`src/rtl/ext_stat_pkg.sv`:
```
package ext_stat_pkg;
  localparam int unsigned ESI_NUM_SRC = 6;
  localparam int unsigned ESI_CFG_W   = 8;
  // sources that fire on any change; others fire on rising edge only
  localparam logic [ESI_NUM_SRC-1:0] ESI_LEVEL_MASK = 6'b000111;

  typedef enum int unsigned {
    SRC_CARRIER = 0,
    SRC_SYNC    = 1,
    SRC_CTS     = 2,
    SRC_UNDERRUN = 3,
    SRC_ZCOUNT  = 4,
    SRC_BREAK   = 5
  } esi_src_e;

  localparam int unsigned CFG_FIFO_BIT = 6;
  localparam int unsigned CFG_ENH_BIT  = 7;
endpackage

```
`src/rtl/esi_evt_det.sv`:
```
module esi_evt_det #(
  parameter int unsigned NUM_SRC = 6,
  parameter logic [NUM_SRC-1:0] LEVEL_MASK = '0
) (
  input  logic               clk_i,
  input  logic               rst_ni,
  input  logic [NUM_SRC-1:0] cond_i,
  output logic [NUM_SRC-1:0] evt_o
);
  logic [NUM_SRC-1:0] prev_q;

  always_ff @(posedge clk_i or negedge rst_ni) begin
    if (!rst_ni) prev_q <= '0;
    else         prev_q <= cond_i;
  end

  for (genvar g = 0; g < NUM_SRC; g++) begin : g_src
    if (LEVEL_MASK[g]) begin : g_lvl
      assign evt_o[g] = cond_i[g] ^ prev_q[g];
    end else begin : g_rise
      assign evt_o[g] = cond_i[g] & ~prev_q[g];
    end
  end
endmodule

```
`src/rtl/esi_cfg_reg.sv`:
```
module esi_cfg_reg #(
  parameter int unsigned CFG_W = 8
) (
  input  logic             clk_i,
  input  logic             rst_ni,
  input  logic             we_i,
  input  logic [CFG_W-1:0] wdata_i,
  output logic [CFG_W-1:0] cfg_o
);
  always_ff @(posedge clk_i or negedge rst_ni) begin
    if (!rst_ni)   cfg_o <= '0;
    else if (we_i) cfg_o <= wdata_i;
  end
endmodule

```
`src/rtl/esi_pending.sv`:
```
module esi_pending #(
  parameter int unsigned NUM_SRC = 6
) (
  input  logic               clk_i,
  input  logic               rst_ni,
  input  logic               hit_i,
  input  logic               grp_en_i,
  input  logic               clr_i,
  input  logic [NUM_SRC-1:0] cond_i,
  output logic               pend_o,
  output logic [NUM_SRC-1:0] snap_o
);
  logic set_w;
  assign set_w = hit_i & grp_en_i & ~pend_o & ~clr_i;

  always_ff @(posedge clk_i or negedge rst_ni) begin
    if (!rst_ni) begin
      pend_o <= 1'b0;
      snap_o <= '0;
    end else if (clr_i) begin
      pend_o <= 1'b0;
    end else if (set_w) begin
      pend_o <= 1'b1;
      snap_o <= cond_i;
    end
  end
endmodule

```
`src/rtl/ext_stat_irq_latch.sv`:
```
module ext_stat_irq_latch
  import ext_stat_pkg::*;
#(
  parameter int unsigned NUM_SRC = ESI_NUM_SRC,
  parameter int unsigned CFG_W   = ESI_CFG_W,
  parameter logic [NUM_SRC-1:0] LEVEL_MASK = ESI_LEVEL_MASK
) (
  input  logic               clk_i,
  input  logic               rst_ni,
  input  logic [NUM_SRC-1:0] cond_i,
  input  logic               grp_en_i,
  input  logic               cfg_we_i,
  input  logic [CFG_W-1:0]   cfg_wdata_i,
  output logic [CFG_W-1:0]   cfg_rdata_o,
  input  logic               rst_irq_i,
  output logic               pending_o,
  output logic               irq_o,
  output logic [NUM_SRC-1:0] snap_o
);
  logic [NUM_SRC-1:0] evt_w;
  logic [CFG_W-1:0]   cfg_q;
  logic               hit_w;

  esi_evt_det #(.NUM_SRC(NUM_SRC), .LEVEL_MASK(LEVEL_MASK)) u_evt (
    .clk_i (clk_i),
    .rst_ni(rst_ni),
    .cond_i(cond_i),
    .evt_o (evt_w)
  );

  esi_cfg_reg #(.CFG_W(CFG_W)) u_cfg (
    .clk_i  (clk_i),
    .rst_ni (rst_ni),
    .we_i   (cfg_we_i),
    .wdata_i(cfg_wdata_i),
    .cfg_o  (cfg_q)
  );

  // stored enable (pre-edge value) gates events: same-edge writes never fire
  assign hit_w = |(evt_w & cfg_q[NUM_SRC-1:0]);

  esi_pending #(.NUM_SRC(NUM_SRC)) u_pend (
    .clk_i   (clk_i),
    .rst_ni  (rst_ni),
    .hit_i   (hit_w),
    .grp_en_i(grp_en_i),
    .clr_i   (rst_irq_i),
    .cond_i  (cond_i),
    .pend_o  (pending_o),
    .snap_o  (snap_o)
  );

  assign cfg_rdata_o = cfg_q;
  assign irq_o       = pending_o & grp_en_i;
endmodule

```
`config.mk`:
```
export PLATFORM = sky130hd
export DESIGN_NAME = ext_stat_irq_latch
export DESIGN_NICKNAME = d
export VERILOG_FILES = /design/src/rtl/ext_stat_pkg.sv /design/src/rtl/esi_evt_det.sv /design/src/rtl/esi_cfg_reg.sv /design/src/rtl/esi_pending.sv /design/src/rtl/ext_stat_irq_latch.sv
export SDC_FILE = /design/constraint.sdc
export NUM_CORES = 1
export LEC_CHECK = 0
export BUFFER_PORTS_ARGS = -buffer_cell sky130_fd_sc_hd__buf_2
export CAP_MARGIN = 20
export CORE_MARGIN = 3
export CORE_UTILIZATION = 44
export DETAILED_ROUTE_END_ITERATION = 16
export PLACE_DENSITY_LB_ADDON = 0.1
export REMOVE_ABC_BUFFERS = 1
export SYNTH_ARGS = -nofsm -noshare
export SYNTH_HDL_FRONTEND = slang
export SYNTH_SLANG_ARGS = --single-unit
export TNS_END_PERCENT = 20
```
`constraint.sdc`:
```
create_clock -name clk_i -period 1.81 [get_ports clk_i]
set_input_delay 0.362 -clock clk_i [delete_from_list [all_inputs] [get_ports clk_i]]
set_output_delay 0.362 -clock clk_i [all_outputs]
set_load 0.005 [all_outputs]
```
==> results of run 1 <==
-- stage by stage --
step	utilization	instance area (sq um)	setup WS, ps	power, uW
finish	0.638	1020	178	988
global placement	0.622	991	134	780
detailed placement	0.622	991	94.6	790
CTS	0.638	1020	172	1000
global route	0.638	1020	121	1040
floorplan	-	783	297	669
-- sequential cells by signal, summed over array words and instances, names as in the netlist --
signal         count
u_pend.pend_o      1
u_evt.prev_q       6
u_cfg.cfg_o        8
u_pend.snap_o      6
-- cell type report --
class	count	area share
well taps	24	0.0295
inverters	1	0.00369
repair buffers	35	0.175
multi-input cells	28	0.250
clock buffers	4	0.0258
flip-flops and latches	21	0.517
-- routing by layer --
layer | global-route usage | up-vias | routed length [um]
met5 | 0 | - | 0
met4 | 0.0484 | 0 | 8
met3 | 0.0258 | 2 | 90
met2 | 0.250 | 17 | 772
met1 | 0.183 | 266 | 652
li1 | - | 256 | -
-- where the power goes --
| part | internal (uW) | switching, uW |
|---|---|---|
| Clock | 85.5 | 127 |
| Sequential | 538 | 38.5 |
| Combinational | 118 | 80.1 |
-- placed cells by master (no fill, tap or decap) --
| cell type | count |
|---|---|
| nand2_1 | 2 |
| nor2_1 | 2 |
| buf_4 | 1 |
| inv_1 | 1 |
| a311oi_1 | 1 |
| clkbuf_4 | 3 |
| xor2_1 | 3 |
| a222oi_1 | 1 |
| mux2_2 | 14 |
| buf_2 | 34 |
| and2_1 | 1 |
| clkbuf_1 | 1 |
| dfrtp_1 | 21 |
| o211a_1 | 1 |
| a21oi_1 | 1 |
| nand3b_1 | 2 |
-- path summary, 6_finish.rpt --
| check | slack (ps) | to |
|---|---|---|
| worst min register to register | 510 | u_cfg.cfg_o[6]$_DFFE_PN0P_ |
| max in group asynchronous | 1500 | u_evt.prev_q[5]$_DFF_PN0_ |
| worst min-delay path | -9 | u_cfg.cfg_o[2]$_DFFE_PN0P_ |
| worst max-delay path | 180 | u_pend.snap_o[4]$_DFFE_PN0P_ |
| worst max register to register | 180 | u_pend.snap_o[4]$_DFFE_PN0P_ |
| min in group clk_i | 210 | u_evt.prev_q[0]$_DFF_PN0_ |
-- kinds of logic after synthesis --
kind of cell	count (synthesis)	synth area share
flip-flops	21	0.668
AO/OA/AOI/OAI	4	0.0429
buffers and inverters	2	0.00953
AND/OR/NAND/NOR	7	0.0461
multiplexers	14	0.200
XOR/XNOR	3	0.0334
==> impl_results.md, run 1 <==
- P_leak: 0.000499 uW
- Initial antenna violation count: 0
- Num rows: 14
- Cell Pwr Density: 971 nW/um^2
- CTS max path bufs: 2
- Final Cycle Share: 0.902
- Pin count of the biggest net entering global routing: 22
- RSZ-0062 raised after global routing: no
- Startpoint class of the critical path: flip-flop
- Slowest stage delay, CP: 400 ps
- Post-synth ARST share: 1.00
- IO Pins: 35
- Critical-path top delay cell: a222oi_1
- Core Box Area: 1590 sq um
- Final WL: 1.52 mm
- Failing checks: hold timing
- DRC: 0
- Hold Path Class: in2async
- DPL Wire Length: 1.22 mm
- Synth Cell Area: 787 sq um
- Clock-pin slew on the worst setup and hold paths: 110 ps
- Die Wd: 48.3 um
- Max VDD drop: 0.646 mV
- # Max-Cap Violations: 0
- Status: finished with violations
- Post-synth EDFFs: 0
- Worst R2R Start: u_evt.prev_q[2]$_DFF_PN0_
- Synth top cells by count: dfrtp_1, mux2_2, xor2_1
- Synthesized area per cell: 15.4 sq um
- Slew HR: 0.704
- Crit path DAT: 1810 ps
- Drt first pass iters: 4
- Reg area: 526 sq um
- Die area: 2330 sq um
- Post_cts resized: 0
- CP top delay family: compound AO/OA/AOI/OAI gates
- GPL Wtd Cong: 0.669
- Root Driver: clkbuf_4
- CP startpoint: u_evt.prev_q[2]$_DFF_PN0_
- TritonCTS clock tree: done
- FILL cells: 125
- Area of the multi-input gates: 254 sq um
- Vias: 541
- Die Ht: 48.3 um
- Setup Skew: 12.6 ps
- Clk Latency, worst-skew pair: 290 ps
- Most frequent cell after synthesis: dfrtp_1
- Buffers and inverters on the worst path: 1
- Synth top area share: 0.668
- Number of DRC markers in iteration 0: 6
- Hold Slack: -9.04 ps
- Synth warn: 0
- Sequential share of the synthesized area: 0.668
- Top FF cell, synth: dfrtp_1
- NumNets Final: 109
- Fin crit period: 1630 ps
- DP Cell Count: 109
- Total grt overflow: 0
- Tot GR Track Use: 0.145
- Fin. max-slew vios: 0
- Vias in the first global route: 536
- CP Class: reg2reg
- Reg2reg path depth: 5
- Largest cells by area after synthesis: dfrtp_1, mux2_2, xor2_1
- Initial Util: 0.494
- Hold Vio Cnt, Final: 10
- WP data required: 1990 ps
- Post-route ant nets: 0
- # diodes: 0
- Number of port buffers: 34
- Sink Count: 21
- Worst Tran Pin Value: 444 ps
- Stages on worst setup path: 5
- WL/cell: 13.5 um
- Final setup TNS: 0 ps
- Post-CTS setup buffer count: 0
- Via density: 4.79
- Share of layout cells above drive strength 1: 0.584
- CTS HTree Levels: 1
- Maximum fanout along the worst path: 6
- Crit. End Element: flip-flop
- CTS Buf Count: 3
- Area grow syn2layout: 29.3%
- Non-Filler Instances: 113
- Crit-path cells: xor2_1 > a222oi_1 > a21oi_1 > buf_4 > mux2_2
- Fmax: 0.613 GHz
- Gate Count Post-Synth: 51
- Netlist cell types: 13
- Final setup fails: 0
- Global-route wire length before repair: 2.35 mm
- Yosys reg bits: 21
- Hold-fix buffers, CTS: 0
- Yosys top cell by area: dfrtp_1
(Power assumes the default switching activity.)
==> inputs of run 2 (changes only) <==
--- a/config.mk
+++ b/config.mk
@@ -5,13 +5,15 @@
 export SDC_FILE = /design/constraint.sdc
 export NUM_CORES = 1
 export LEC_CHECK = 0
+export ABC_AREA = 1
 export BUFFER_PORTS_ARGS = -buffer_cell sky130_fd_sc_hd__buf_2
 export CAP_MARGIN = 20
 export CORE_MARGIN = 3
-export CORE_UTILIZATION = 44
+export CORE_UTILIZATION = 45
 export DETAILED_ROUTE_END_ITERATION = 16
 export PLACE_DENSITY_LB_ADDON = 0.1
 export REMOVE_ABC_BUFFERS = 1
+export SETUP_SLACK_MARGIN = 0.1
 export SYNTH_ARGS = -nofsm -noshare
 export SYNTH_HDL_FRONTEND = slang
 export SYNTH_SLANG_ARGS = --single-unit
==> constraint.sdc (replaced) <==
create_clock -name clk_i -period 1.55 [get_ports clk_i]
set_input_delay 0.31 -clock clk_i [delete_from_list [all_inputs] [get_ports clk_i]]
set_output_delay 0.31 -clock clk_i [all_outputs]
set_load 0.005 [all_outputs]
==> run 2 against run 1 <==
  * The flow now finishes without violations
  * Non-clock buffer count unchanged
  * Sequential share of layout area down 3.7 points
  * Register-to-register slack better by 260 ps
  * Synthesized area up 10%
  * Clock-buffer cell count stayed put
  * Via count up 21%
  * Global-route usage rose by 0.81 points
  * Design area increased by 7.6%
  * Combinational power grew 17%
  * Total power rose by 16%
==> impl_results.md, run 2 <==
- Status: finished, final reports clean
- RR Endpoint: u_pend.snap_o[2]$_DFFE_PN0P_
- Synth top cells by count: dfrtp_1, nand2_1, inv_1
- Most common cell after layout, fill and taps aside: buf_2
- Synthesized area per cell: 11.1 sq um (-28%)
- Total grt overflow: 0 (unchanged)
- WP data required: 1240 ps (-750 ps)
- Top FF cell, synth: dfrtp_1
- Hold Slack: 145 ps (+154 ps)
- Global-route wire length before repair: 2.97 mm (+26%)
- # diodes: 0 (unchanged)
- Sequential share of the synthesized area: 0.606 (-0.0617)
- Die Wd: 49.9 um (+3.3%)
- Most frequent cells in the layout: buf_2, dfrtp_1, nand2_1
- Synth warn: 0 (unchanged)
- Area grow syn2layout: 26.3%
- Post-synth EDFFs: 0 (unchanged)
- Final Cycle Share: 0.814
- Hold Crit Start: cond_i[5]
- CP Class: reg2out
- Final setup TNS: 0 ps (unchanged)
- Clk Latency, worst-skew pair: 290 ps (about the same)
- Die Ht: 49.9 um (+3.3%)
- Num rows: 15 (+1)
- Max VDD drop: 0.743 mV (+15%)
- DPL Wire Length: 1.23 mm (+0.88%)
- Crit-path cells: nand2_1 > inv_1 > buf_2
- Vias in the first global route: 688 (+28%)
- Fin crit period: 1260 ps
- Setup slack, reg-to-reg: 440 ps (+260 ps)
- NumNets Final: 135 (+24%)
- Setup ws final: 288 ps (+110 ps)
- Post-synth ARST share: 1.00 (unchanged)
- TritonCTS clock tree: done
- Share of layout cells above drive strength 1: 0.443 (-0.141)
- Maximum fanout along the worst path: 4 (-2)
- Largest cells by area after synthesis: dfrtp_1, mux2_2, nand2_1
- Yosys reg bits: 21 (unchanged)
- Pre-CTS setup slack: 380 ps (+285 ps)
- Final setup fails: 0 (unchanged)
- Worst Tran Pin Value: 451 ps (+7.09 ps)
- WL met3: 100 um (+11%)
- Crit path DAT: 950 ps (-860 ps)
- GPL Wtd Cong: 0.754 (+13%)
- Yosys top cell by area: dfrtp_1
- Fin. max-slew vios: 0 (unchanged)
- CP top delay family: flip-flops
- Fmax: 0.792 GHz
- Post-route ant nets: 0 (unchanged)
- Vias: 654 (+21%)
- Die area: 2490 sq um (+6.8%)
- Tot GR Track Use: 0.153 (+0.00813)
- Core Box Area: 1760 sq um (+11%)
- Synth Cell Area: 867 sq um (+10%)
- Pin count of the biggest net entering global routing: 22 (unchanged)
- IO Pins: 35 (unchanged)
- DRC: 0 (unchanged)
- Synth top area share: 0.606 (-0.0617)
- Post-layout util: 0.621 (-0.0176)
- Final WL: 1.54 mm (+0.98%)
- Setup Skew: 3.99 ps (-8.59 ps)
- Final instance area: 1090 sq um (+7.6%)
- Hold depth: 1
- Via density: 4.67 (-2.4%)
- Crit. End Element: output port
- Root Driver: clkbuf_4
- Met2 WL post-DR: 704 um (-8.8%)
- Max reg flops: 8 (unchanged)
- Top reg by flops: u_cfg.cfg_o
- CTS HTree Levels: 1 (unchanged)
- Number of port buffers: 34 (unchanged)
- FILL cells: 170 (+36%)
- Most frequent cell after synthesis: dfrtp_1
- # Max-Cap Violations: 0 (unchanged)
- Hold Path Class: in2reg
- P_leak: 0.000598 uW (+20%)
- Clock-pin slew on the worst setup and hold paths: 110 ps (about the same)
- Reg2reg path depth: 7 (+2)
- Min-Delay Endpoint: u_evt.prev_q[5]$_DFF_PN0_
- CTS max path bufs: 2 (unchanged)
- Slew HR: 0.699 (-0.00473)
- Worst R2R Start: u_cfg.cfg_o[5]$_DFFE_PN0P_
- Hold Vio Cnt, Final: 0 (-10)
- Top flop regs: u_cfg.cfg_o (8), u_evt.prev_q (6), u_pend.snap_o (6)
- WL/cell: 11.0 um (-18%)
- Buffers and inverters on the worst path: 2 (+1)
- Cell Pwr Density: 1040 nW/um^2 (+7.5%)
- Routed length on met1: 721 um (+11%)
- Sink Count: 21 (unchanged)
- Number of DRC markers in iteration 0: 6 (unchanged)
- Gate Count Post-Synth: 78 (+53%)
- Drt first pass iters: 4 (unchanged)
- RSZ-0062 raised after global routing: no
- CTS Buf Count: 3 (unchanged)
- Top layer in use: met4
- Initial Util: 0.491 (-0.00223)
- Critical-path top delay cell: dfrtp_1
- Initial antenna violation count: 0 (unchanged)
- Netlist cell types: 14 (+1)
- Startpoint class of the critical path: flip-flop
- Slowest stage delay, CP: 430 ps (+30 ps)
- DP Area: 1060 sq um (+6.8%)
## run 2: worst max path at each step
| stage | end | startpoint | slack, ps | cells after the start |
|---|---|---|---|---|
| floorplan | u_pend.snap_o[0]$_DFFE_PN0P_ | u_cfg.cfg_o[3]$_DFFE_PN0P_ | 530 | 7 |
| finish | irq_o | u_pend.pend_o$_DFFE_PN0P_ | 290 | 3 |
| CTS | irq_o | u_pend.pend_o$_DFFE_PN0P_ | 270 | 3 |
| global placement | u_pend.snap_o[1]$_DFFE_PN0P_ | cond_i[2] | 390 | 10 |
| detailed placement | u_pend.snap_o[2]$_DFFE_PN0P_ | cond_i[0] | 380 | 9 |
| global route | irq_o | u_pend.pend_o$_DFFE_PN0P_ | 220 | 3 |
## run 2: area by class of cell
type | instances | area [sq um] | share of cell area
well taps | 25 | 31.3 | 0.0286
inverters | 9 | 33.8 | 0.0309
multi-input cells | 46 | 298 | 0.272
flip-flops and latches | 21 | 526 | 0.480
clock buffers | 4 | 26.3 | 0.0240
repair buffers | 35 | 180 | 0.165
## run 2: routing by layer
layer  vias up  global-route usage
met5         -                   0
met3         2              0.0544
met1       294               0.206
met2        25               0.240
met4         0              0.0276
li1        333                   -
## run 2: worst register-to-register path, cell delays in order, from the launching register on
cell,delay [ps]
dfrtp_1,420
nand3_1,100
nand3_2,70
nor2_2,150
nand2_4,100
nand3_4,90
nand2_1,60
nand2_1,60
## run 2: timing repair
item                                   4_1_cts  5_1_grt
resized for setup                            0        0
setup endpoints to repair                    0        0
setup buffers                                0        0
hold buffers                                 1        0
endpoints found under the hold margin       21        0
## run 2: report_power, final
part	internal (uW)	switching (uW)	leakage (uW)
registers	619	40.4	0.000251
logic	116	118	0.000332
clock network	100	150	0.0000150
total	835	308	0.000598
## run 2: metrics by stage
step                instances  total power (uW)
global placement          135               904
CTS                       140              1160
detailed placement        135               908
floorplan                  76               779
finish                    140              1140
global route              140              1230
## run 2: cell families (layout without fill, tap and decap cells)
family / Yosys count / in the layout / synth area share
multiplexers: 8 / 8 / 0.104
AO/OA/AOI/OAI: 3 / 3 / 0.0202
buffers and inverters: 11 / 48 / 0.0505
flip-flops: 21 / 21 / 0.606
AND/OR/NAND/NOR: 35 / 35 / 0.219
